==> src/rtl/irq_seq_pkg.sv <==
package irq_seq_pkg;

  typedef enum logic [2:0] {
    SQ_IDLE   = 3'd0,
    SQ_ACK    = 3'd1,
    SQ_PTR_HI = 3'd2,
    SQ_PTR_LO = 3'd3,
    SQ_CALL   = 3'd4
  } seq_state_e;

endpackage

==> src/rtl/irq_vec_calc.sv <==
module irq_vec_calc #(
  parameter int AW = 15,
  parameter int VW = 8,
  parameter int PW = 13
) (
  input  logic [VW-1:0] vec_i,
  input  logic [AW-1:0] ptr_i,
  output logic          ind_o,
  output logic [AW-1:0] rel_o,
  output logic [AW-1:0] ptr_next_o
);

  localparam int DW = VW - 1;

  // Signed displacement added to location zero, kept inside the low page.
  function automatic logic [AW-1:0] rel_from_zero(input logic [VW-1:0] v);
    logic [PW-1:0] s;
    s = {{(PW-DW){v[DW-1]}}, v[DW-1:0]};
    return {{(AW-PW){1'b0}}, s};
  endfunction

  // Next byte address, wrapping inside the page holding the pointer.
  function automatic logic [AW-1:0] page_next(input logic [AW-1:0] p);
    logic [PW-1:0] lo;
    lo = p[PW-1:0] + 1'b1;
    return {p[AW-1:PW], lo};
  endfunction

  always_comb begin
    ind_o      = vec_i[VW-1];
    rel_o      = rel_from_zero(vec_i);
    ptr_next_o = page_next(ptr_i);
  end

endmodule

==> src/rtl/irq_ret_stack.sv <==
module irq_ret_stack #(
  parameter int AW    = 15,
  parameter int DEPTH = 8
) (
  input  logic                     clk,
  input  logic                     rst_n,
  input  logic                     push_i,
  input  logic                     pop_i,
  input  logic [AW-1:0]            push_data_i,
  output logic [$clog2(DEPTH)-1:0] sp_o,
  output logic [AW-1:0]            top_o
);

  localparam int SPW = $clog2(DEPTH);

  logic [SPW-1:0] sp_q;
  logic [SPW-1:0] sp_up;
  logic [SPW-1:0] sp_dn;
  logic [AW-1:0]  ent_q [DEPTH];

  assign sp_up = sp_q + 1'b1;
  assign sp_dn = sp_q - 1'b1;

  always_ff @(posedge clk) begin
    if (!rst_n) begin
      sp_q <= '0;
    end else if (push_i) begin
      sp_q <= sp_up;
    end else if (pop_i) begin
      sp_q <= sp_dn;
    end
  end

  for (genvar g = 0; g < DEPTH; g++) begin : g_ent
    always_ff @(posedge clk) begin
      if (!rst_n) begin
        ent_q[g] <= '0;
      end else if (push_i && (sp_up == SPW'(g))) begin
        ent_q[g] <= push_data_i;
      end
    end
  end

  assign sp_o  = sp_q;
  assign top_o = ent_q[sp_q];

  p_sp_push_r7: assert property (@(posedge clk) disable iff (!rst_n)
    push_i |=> sp_q == SPW'($past(sp_q) + 1));

  p_sp_pop_r8: assert property (@(posedge clk) disable iff (!rst_n)
    (pop_i && !push_i) |=> sp_q == SPW'($past(sp_q) - 1));

  p_top_after_push_r7: assert property (@(posedge clk) disable iff (!rst_n)
    push_i |=> top_o == $past(push_data_i));

endmodule

==> src/rtl/irq_seq_fsm.sv <==
module irq_seq_fsm
  import irq_seq_pkg::*;
#(
  parameter int AW = 15,
  parameter int VW = 8
) (
  input  logic          clk,
  input  logic          rst_n,
  input  logic          irq_req_i,
  input  logic          instr_done_i,
  input  logic          inhibit_clr_i,
  input  logic [VW-1:0] data_i,
  input  logic          data_valid_i,
  input  logic [AW-1:0] ret_addr_i,
  input  logic          ind_i,
  input  logic [AW-1:0] rel_i,
  input  logic [AW-1:0] ptr_next_i,
  output logic [AW-1:0] ptr_o,
  output logic          intack_o,
  output logic          opreq_o,
  output logic          ifetch_o,
  output logic          call_valid_o,
  output logic [AW-1:0] call_target_o,
  output logic          push_o,
  output logic [AW-1:0] push_data_o,
  output logic          inhibit_o
);

  seq_state_e    st_q;
  logic          inh_q;
  logic          accept;
  logic          vec_take;
  logic [AW-1:0] ret_q;
  logic [AW-1:0] addr_q;
  logic [AW-1:0] tgt_q;
  logic [VW-1:0] hi_q;
  logic [2*VW-1:0] pair;

  assign accept   = (st_q == SQ_IDLE) && irq_req_i && instr_done_i && !inh_q;
  assign vec_take = (st_q == SQ_ACK) && data_valid_i;
  assign pair     = {hi_q, data_i};

  always_ff @(posedge clk) begin
    if (!rst_n) begin
      st_q   <= SQ_IDLE;
      ret_q  <= '0;
      addr_q <= '0;
      tgt_q  <= '0;
      hi_q   <= '0;
    end else begin
      case (st_q)
        SQ_IDLE: begin
          if (accept) begin
            ret_q <= ret_addr_i;
            st_q  <= SQ_ACK;
          end
        end
        SQ_ACK: begin
          if (data_valid_i) begin
            if (ind_i) begin
              addr_q <= rel_i;
              st_q   <= SQ_PTR_HI;
            end else begin
              tgt_q <= rel_i;
              st_q  <= SQ_CALL;
            end
          end
        end
        SQ_PTR_HI: begin
          if (data_valid_i) begin
            hi_q   <= data_i;
            addr_q <= ptr_next_i;
            st_q   <= SQ_PTR_LO;
          end
        end
        SQ_PTR_LO: begin
          if (data_valid_i) begin
            tgt_q <= pair[AW-1:0];
            st_q  <= SQ_CALL;
          end
        end
        SQ_CALL: st_q <= SQ_IDLE;
        default: st_q <= SQ_IDLE;
      endcase
    end
  end

  always_ff @(posedge clk) begin
    if (!rst_n) begin
      inh_q <= 1'b0;
    end else if (accept) begin
      inh_q <= 1'b1;
    end else if (inhibit_clr_i) begin
      inh_q <= 1'b0;
    end
  end

  always_comb begin
    intack_o      = (st_q == SQ_ACK);
    ifetch_o      = (st_q == SQ_PTR_HI) || (st_q == SQ_PTR_LO);
    opreq_o       = intack_o || ifetch_o;
    call_valid_o  = (st_q == SQ_CALL);
    push_o        = call_valid_o;
    call_target_o = tgt_q;
    push_data_o   = ret_q;
    ptr_o         = addr_q;
    inhibit_o     = inh_q;
  end

  p_ack_needs_boundary_r2: assert property (@(posedge clk) disable iff (!rst_n)
    $rose(intack_o) |-> $past(instr_done_i) && $past(irq_req_i));

  p_inhibit_on_ack_r3: assert property (@(posedge clk) disable iff (!rst_n)
    $rose(intack_o) |-> inhibit_o);

  p_no_ack_while_inh_r3: assert property (@(posedge clk) disable iff (!rst_n)
    (inhibit_o && !intack_o && !ifetch_o && !call_valid_o) |=> !intack_o);

  p_ack_hold_r4: assert property (@(posedge clk) disable iff (!rst_n)
    (intack_o && !data_valid_i) |=> intack_o && opreq_o);

  p_ack_drop_r4: assert property (@(posedge clk) disable iff (!rst_n)
    vec_take |=> !intack_o);

  p_phase_onehot_r4: assert property (@(posedge clk) disable iff (!rst_n)
    $onehot0({intack_o, ifetch_o, call_valid_o}));

  p_direct_page_r5: assert property (@(posedge clk) disable iff (!rst_n)
    (vec_take && !data_i[VW-1]) |=> call_valid_o && (call_target_o[AW-1:AW-2] == 2'b00));

  p_call_single_r5: assert property (@(posedge clk) disable iff (!rst_n)
    call_valid_o |=> !call_valid_o);

  p_indirect_fetch_r6: assert property (@(posedge clk) disable iff (!rst_n)
    (vec_take && data_i[VW-1]) |=> ifetch_o && opreq_o);

endmodule

==> src/rtl/irq_seq_top.sv <==
module irq_seq_top #(
  parameter int AW    = 15,
  parameter int VW    = 8,
  parameter int PW    = 13,
  parameter int DEPTH = 8
) (
  input  logic                     clk,
  input  logic                     rst_n,
  input  logic                     irq_req_i,
  input  logic                     instr_done_i,
  input  logic                     inhibit_clr_i,
  input  logic [VW-1:0]            data_i,
  input  logic                     data_valid_i,
  input  logic [AW-1:0]            ret_addr_i,
  input  logic                     ret_pop_i,
  output logic                     intack_o,
  output logic                     opreq_o,
  output logic                     ifetch_o,
  output logic [AW-1:0]            ifetch_addr_o,
  output logic                     call_valid_o,
  output logic [AW-1:0]            call_target_o,
  output logic                     push_o,
  output logic                     inhibit_o,
  output logic [$clog2(DEPTH)-1:0] sp_o,
  output logic [AW-1:0]            ret_top_o
);

  logic          ind_w;
  logic [AW-1:0] rel_w;
  logic [AW-1:0] ptr_next_w;
  logic [AW-1:0] ptr_w;
  logic [AW-1:0] push_data_w;
  logic          pop_ok_w;

  irq_vec_calc #(.AW(AW), .VW(VW), .PW(PW)) u_calc (
    .vec_i      (data_i),
    .ptr_i      (ptr_w),
    .ind_o      (ind_w),
    .rel_o      (rel_w),
    .ptr_next_o (ptr_next_w)
  );

  irq_seq_fsm #(.AW(AW), .VW(VW)) u_fsm (
    .clk           (clk),
    .rst_n         (rst_n),
    .irq_req_i     (irq_req_i),
    .instr_done_i  (instr_done_i),
    .inhibit_clr_i (inhibit_clr_i),
    .data_i        (data_i),
    .data_valid_i  (data_valid_i),
    .ret_addr_i    (ret_addr_i),
    .ind_i         (ind_w),
    .rel_i         (rel_w),
    .ptr_next_i    (ptr_next_w),
    .ptr_o         (ptr_w),
    .intack_o      (intack_o),
    .opreq_o       (opreq_o),
    .ifetch_o      (ifetch_o),
    .call_valid_o  (call_valid_o),
    .call_target_o (call_target_o),
    .push_o        (push_o),
    .push_data_o   (push_data_w),
    .inhibit_o     (inhibit_o)
  );

  // A return in the cycle of the interrupt push loses to the push.
  assign pop_ok_w = ret_pop_i && !push_o;

  irq_ret_stack #(.AW(AW), .DEPTH(DEPTH)) u_stack (
    .clk         (clk),
    .rst_n       (rst_n),
    .push_i      (push_o),
    .pop_i       (pop_ok_w),
    .push_data_i (push_data_w),
    .sp_o        (sp_o),
    .top_o       (ret_top_o)
  );

  assign ifetch_addr_o = ptr_w;

  p_push_wins_r9: assert property (@(posedge clk) disable iff (!rst_n)
    (push_o && ret_pop_i) |=> ret_top_o == $past(push_data_w));

endmodule

==> config.mk <==
export PLATFORM = sky130hd
export DESIGN_NAME = irq_seq_top
export DESIGN_NICKNAME = d
export VERILOG_FILES = /design/src/rtl/irq_seq_pkg.sv /design/src/rtl/irq_vec_calc.sv /design/src/rtl/irq_ret_stack.sv /design/src/rtl/irq_seq_fsm.sv /design/src/rtl/irq_seq_top.sv
export SDC_FILE = /design/constraint.sdc
export NUM_CORES = 1
export LEC_CHECK = 0
export BUFFER_PORTS_ARGS = -buffer_cell sky130_fd_sc_hd__buf_2
export CORE_MARGIN = 5
export CORE_UTILIZATION = 55
export CTS_CLUSTER_DIAMETER = 100
export CTS_CLUSTER_SIZE = 25
export DETAILED_ROUTE_END_ITERATION = 8
export GPL_ROUTABILITY_DRIVEN = 0
export HOLD_SLACK_MARGIN = 0.1
export PLACE_DENSITY = 0.75
export RECOVER_POWER = 25
export SYNTH_ARGS = -nofsm -noshare
export SYNTH_HDL_FRONTEND = slang
export SYNTH_SLANG_ARGS = --single-unit
==> constraint.sdc <==
create_clock -name clk -period 3.2 [get_ports clk]
set_input_delay 0.48 -clock clk [delete_from_list [all_inputs] [get_ports clk]]
set_output_delay 0.48 -clock clk [all_outputs]
set_load 0.01 [all_outputs]
# == After elaboration in Yosys (flattened, before gate mapping) ==
# Memory sizes are Yosys's and may differ from the RTL's. A register that Yosys moved wholly into a read port is not among the register bits.
# Index checks and enable logic that the tools add are counted.
# classes
n_eq_ne,17
reduce_logical,28
bitwise,9
muxes,53
add_sub_neg,3
# op_table
op,count
$mux 15,13
$pmux 15 s2,2
$mux 1,27
$mux 3,9
$reduce_and 4->1,4
$eq 3x3->1 const B,5
$add 13x1->13 const B,1
$mux 13,1
$eq 3x2->1 const B,4
$logic_and 1x1->1,12
$pmux 3 s4,1
$ne 2x2->1 const B,5
$or 1x1->1,8
$reduce_bool 2->1,4
$eq 3x1->1 const B,2
$logic_not 3->1,2
$reduce_and 2->1,2
$add 3x1->3 const B,1
$sub 3x1->3 const B,1
$logic_not 1->1,2
$logic_or 1x1->1,2
$ne 2x1->1 const B,1
$not 1->1,1
# word_totals
out_inout_bits,54
mem_bits_rw,120
regBits,59
memories,1
in_bits,30
# memory_table
name,words,word_bits,rd,rd_ports_with_merged_regs,write_ports,line_no,text
u_stack.ent_q,8,15,1,1,8,irq_ret_stack.sv:19,logic [AW-1:0] ent_q [DEPTH];

# == Longest topological paths before layout ==
# depth
word_depth,7
mapped_depth,7
ltp_nobuf,6

# == By module ==
# A second synthesis with hierarchy kept.
# hier_totals
cells_unflattened,687
area_unflattened_um2,8610.8
# modules_own_cells
mod,area_per_inst_um2,instances,seq_area_each_um2,cells_per_inst
irq_ret_stack,5690.5,1,3723.6,352
irq_seq_fsm,2548.7,1,1121.1,282
irq_vec_calc,357.8,1,0.0,52
irq_seq_top,13.8,1,0.0,1

# == Worst setup path before layout ==
# OpenSTA, ideal clock, no wires.
# synth_timing
path_type,reg-to-reg
from,"register u_stack.sp_q[0], in the netlist u_stack.sp_o[0]"
to,"memory u_stack.ent_q[4][0], enable pin"
arrival_time_ns,2.047
path_stages_with_launch,5
setup_time_ns,0.408
setup_slack_ns,0.745
period_less_slack_ns,2.455
path_cell_list,dfxtp_1 -> ha_1 -> xor2_1 -> nand2_1 -> o21ai_0
# synth_lines
item,line_no,text
from (decl),irq_ret_stack.sv:16,logic [SPW-1:0] sp_q;
from (signal assigned),irq_ret_stack.sv:28,sp_q <= sp_up;
from (signal assigned),irq_ret_stack.sv:30,sp_q <= sp_dn;
to (decl),irq_ret_stack.sv:19,

==> summary.txt <==
Outcome
  • Outcome: complete, no violations

Critical path
  • Crit-path max FO: 23
  • Worst Setup Start Kind: flip-flop
  • WS Path Type: reg -> reg
  • CP Cell Sequence: nor3b_1, buf_4, nand2_1, o21ai_0, clkbuf_1
  • Slowest cell on crit path: clkbuf_1
  • Worst Path Buf+Inv: 2
  • Crit. End Element: flip-flop
  • CP Data Required Time: 3.24 ns
  • Crit-path max cell delay: 0.87 ns
  • Crit path DAT: between 2 and 3 ns
  • Family with the most delay on the worst path: buffers and inverters

GRT
  • GRT Util Overall: 21.92%
  • First-pass GRT wire length: approximately 30 mm
  • Largest net degree at the start of global routing: between 60 and 70
  • Initial antenna violation count: 0
  • Vias in the first global route: a little under 6000
  • Global route total overflow: 0

STA
  • Final WS setup: a little over 0.6 ns
  • Slew margin rel.: a little under a quarter
  • Worst-Margin Slew: 1.148 ns
  • Slew Limit Fails: 0
  • Final period util: roughly four fifths
  • Fmax: ~390 MHz
  • RSZ-0062 raised after global routing: false
  • Final Critical Period: 2.591 ns
  • Final Skew: ~0.011 ns
  • Setup TNS Final: 0 ns
  • Setup violations, final: 0
  • Final hold vios: 0

Clocking
  • H-tree levels: 4
  • Post-CTS Setup Inserts: 0
  • CTS Sinks: between 150 and 200
  • Num CTS Buffers: 17
  • Post-CTS sizing: 0
  • Clk Latency, worst-skew pair: between 0.4 and 0.5 ns
  • Clock-pin transition on the worst setup and hold timing paths: approximately 0.060 ns
  • Root buf cell: clkbuf_16
  • CTS tree: yes
  • # hold bufs at CTS: 0
  • Worst-case clock buffer depth: 2

Power
  • Power per Cell Area: 550.2 nW/um^2
  • Total power: ~5 mW
  • Worst vdd ir: 365.5 uV
  • Leakage: 3.698 nW

Synth
  • Synth cell types: 55
  • Yosys warnings: 0
  • Post-synthesis cell count: around 670
  • Sequential area share after synthesis: 59.17%
  • Syn Area/Cell: 12.19 sq um
  • Asr flop ratio synth: 0%
  • Post-synth EDFFs: 120
  • Most common flop cell mapped by yosys: edfxtp_1
  • Synth Register Bits: 180
  • Post-synthesis instance area: 8120 sq um

Route
  • WL per Instance: a little over 20 um
  • First-pass DRT Iterations: 4
  • Starting DRT DRC Count: approximately 380
  • Post-route ant nets: 0
  • DRC: 0
  • Detailed Route WL: 18.53 mm
  • DR vias: 5594
  • Vias/cell: a little over 6

Finish
  • Layout cells sized above 1: approximately a fifth
  • Util after Layout: between 60% and 70%
  • Layout area overhead: 11.99%
  • Final net count: approximately 760
  • # fillers: between 1000 and 1500
  • Diode count: 0

Place
  • IO buf count: 81
  • Post-Place Setup Slack: around 1.1 ns
  • HPWL Detailed: 11.72 mm

Floorplanning
  • Die H: 131.5 um
  • Die area: 17290 sq um
  • Ports: 84
  • Core area: between 10000 and 15000 sq um
  • Die X: ~130 um
  • Starting density of the core: 55.87%
  • Rows: 44

Worst hold path
  • Hold WC Path Type: in -> reg

Run
  • Max-cap viol count: 0
-- placed cells by master (no fill, tap or decap), drive strengths merged, types with 4 or more instances in the layout --
cell type / netlist / final
and3: 125 / 125
edfxtp: 120 / 120
nand2: 72 / 72
buf: 26 / 63
dfxtp: 60 / 60
a21oi: 59 / 59
clkbuf: 33 / 54
mux4: 30 / 30
o21ai: 25 / 25
mux2: 15 / 15
nor2: 12 / 12
nand3: 11 / 11
inv: 7 / 8
ha: 7 / 7
clkinv: 0 / 7
nand4: 6 / 6
nand2b: 5 / 5
nor4: 5 / 5
nor3b: 4 / 4
o31a: 4 / 4
-- area by class of cell --
class	instances	area, sq um	share of cell area (%)
Clock buffer	18	429.2	4.719
Clock inverter	12	91.34	1.004
Inverter	7	26.28	0.2889
Multi-Input combinational cell	421	3010	33.10
Sequential cell	180	4806	52.85
Tap cell	184	230.2	2.532
Timing Repair Buffer	99	500.5	5.504
-- cells in the mapped netlist, types with 2 or more instances --
| cell type | instances | area (sq um) |
|---|---|---|
| a211oi_1 | 2 | 15.01 |
| a21o_1 | 2 | 15.01 |
| a21oi_1 | 58 | 290.3 |
| a31oi_1 | 2 | 12.51 |
| and2_1 | 2 | 12.51 |
| and3_1 | 125 | 782.0 |
| buf_2 | 19 | 95.09 |
| buf_4 | 3 | 22.52 |
| buf_6 | 3 | 33.78 |
| clkbuf_1 | 33 | 123.9 |
| dfxtp_1 | 60 | 1201 |
| edfxtp_1 | 120 | 3603 |
| ha_1 | 7 | 87.58 |
| inv_1 | 7 | 26.28 |
| mux2_2 | 15 | 168.9 |
| mux4_2 | 30 | 675.7 |
| nand2_1 | 72 | 270.3 |
| nand2b_1 | 4 | 25.02 |
| nand3_1 | 11 | 55.05 |
| nand3b_1 | 2 | 15.01 |
| nand4_1 | 6 | 37.54 |
| nor2_1 | 11 | 41.29 |
| nor2b_1 | 2 | 12.51 |
| nor3b_1 | 4 | 30.03 |
| nor4_1 | 4 | 25.02 |
| o211ai_1 | 2 | 15.01 |
| o21ai_0 | 19 | 95.09 |
| o21ai_1 | 6 | 30.03 |
| o221a_1 | 2 | 22.52 |
| o22ai_1 | 2 | 12.51 |
| o31a_1 | 4 | 35.03 |
| or3_1 | 2 | 12.51 |
| or4_1 | 2 | 15.01 |
| xor2_1 | 2 | 17.52 |
-- cell families after synthesis --
logic type | after synthesis | share of synthesized area (%)
compound gates | 108 | 7.673
simple gates | 255 | 17.43
xor+xnor | 3 | 0.3236
flops | 180 | 59.17
fa+ha+maj | 7 | 1.079
mux | 46 | 10.52
other cells | 1 | 0.04618
buf+inv | 66 | 3.760
-- flip-flops by register name (all words and copies together) (netlist names), named ones only --
name                 flops
u_stack.sp_o             3
u_fsm.push_data_o       15
u_stack.ent_q          120
u_fsm.st_q               3
u_fsm.ptr_o             13
u_fsm.hi_q               7
u_fsm.call_target_o     15
u_fsm.inhibit_o          1
-- worst min-delay path, stage by stage --
cell and delay, ns:
buf_2 0.10, nand2_1 0.05, a21oi_1 0.05
-- stage by stage --
step                std cells  hold WS [ns]  area (sq um)
floorplan                 667        0.4365          8124
global placement          891        0.4428          8630
detailed placement        891        0.4504          8630
CTS                       921        0.2791          9150
global route              921        0.2919          9094
finish                    921        0.2960          9094
-- where the power goes --
group          switching (mW)  internal (mW)
combinational           0.280          0.204
clock                   0.832           1.05
sequential             0.0816           2.56
-- layer usage --
layer / wire length, um / track usage [%] / share of wire [%] / vias to the layer above
met4: 416 / 8.857 / 2.2 / 0
li1: - / - / - / 2616
met5: 0 / 0 / 0 / -
met1: 7309 / 27.07 / 39 / 2744
met2: 9616 / 37.70 / 52 / 210
met3: 1189 / 4.625 / 6.4 / 24
-- final timing paths --
path	slack [ns]	cells past startpoint	from	end
setup reg to reg	0.61	5	u_fsm.st_q[0]	u_stack.ent_q[4][10]
hold / removal	0.30	3	ret_addr_i[2]	u_fsm.push_data_o[2]
hold reg to reg	0.46	2	u_fsm.hi_q[0]	u_fsm.hi_q[0]
setup / recovery	0.61	5	u_fsm.st_q[0]	u_stack.ent_q[4][10]
No activity file was read; power rests on OpenSTA's default activity.
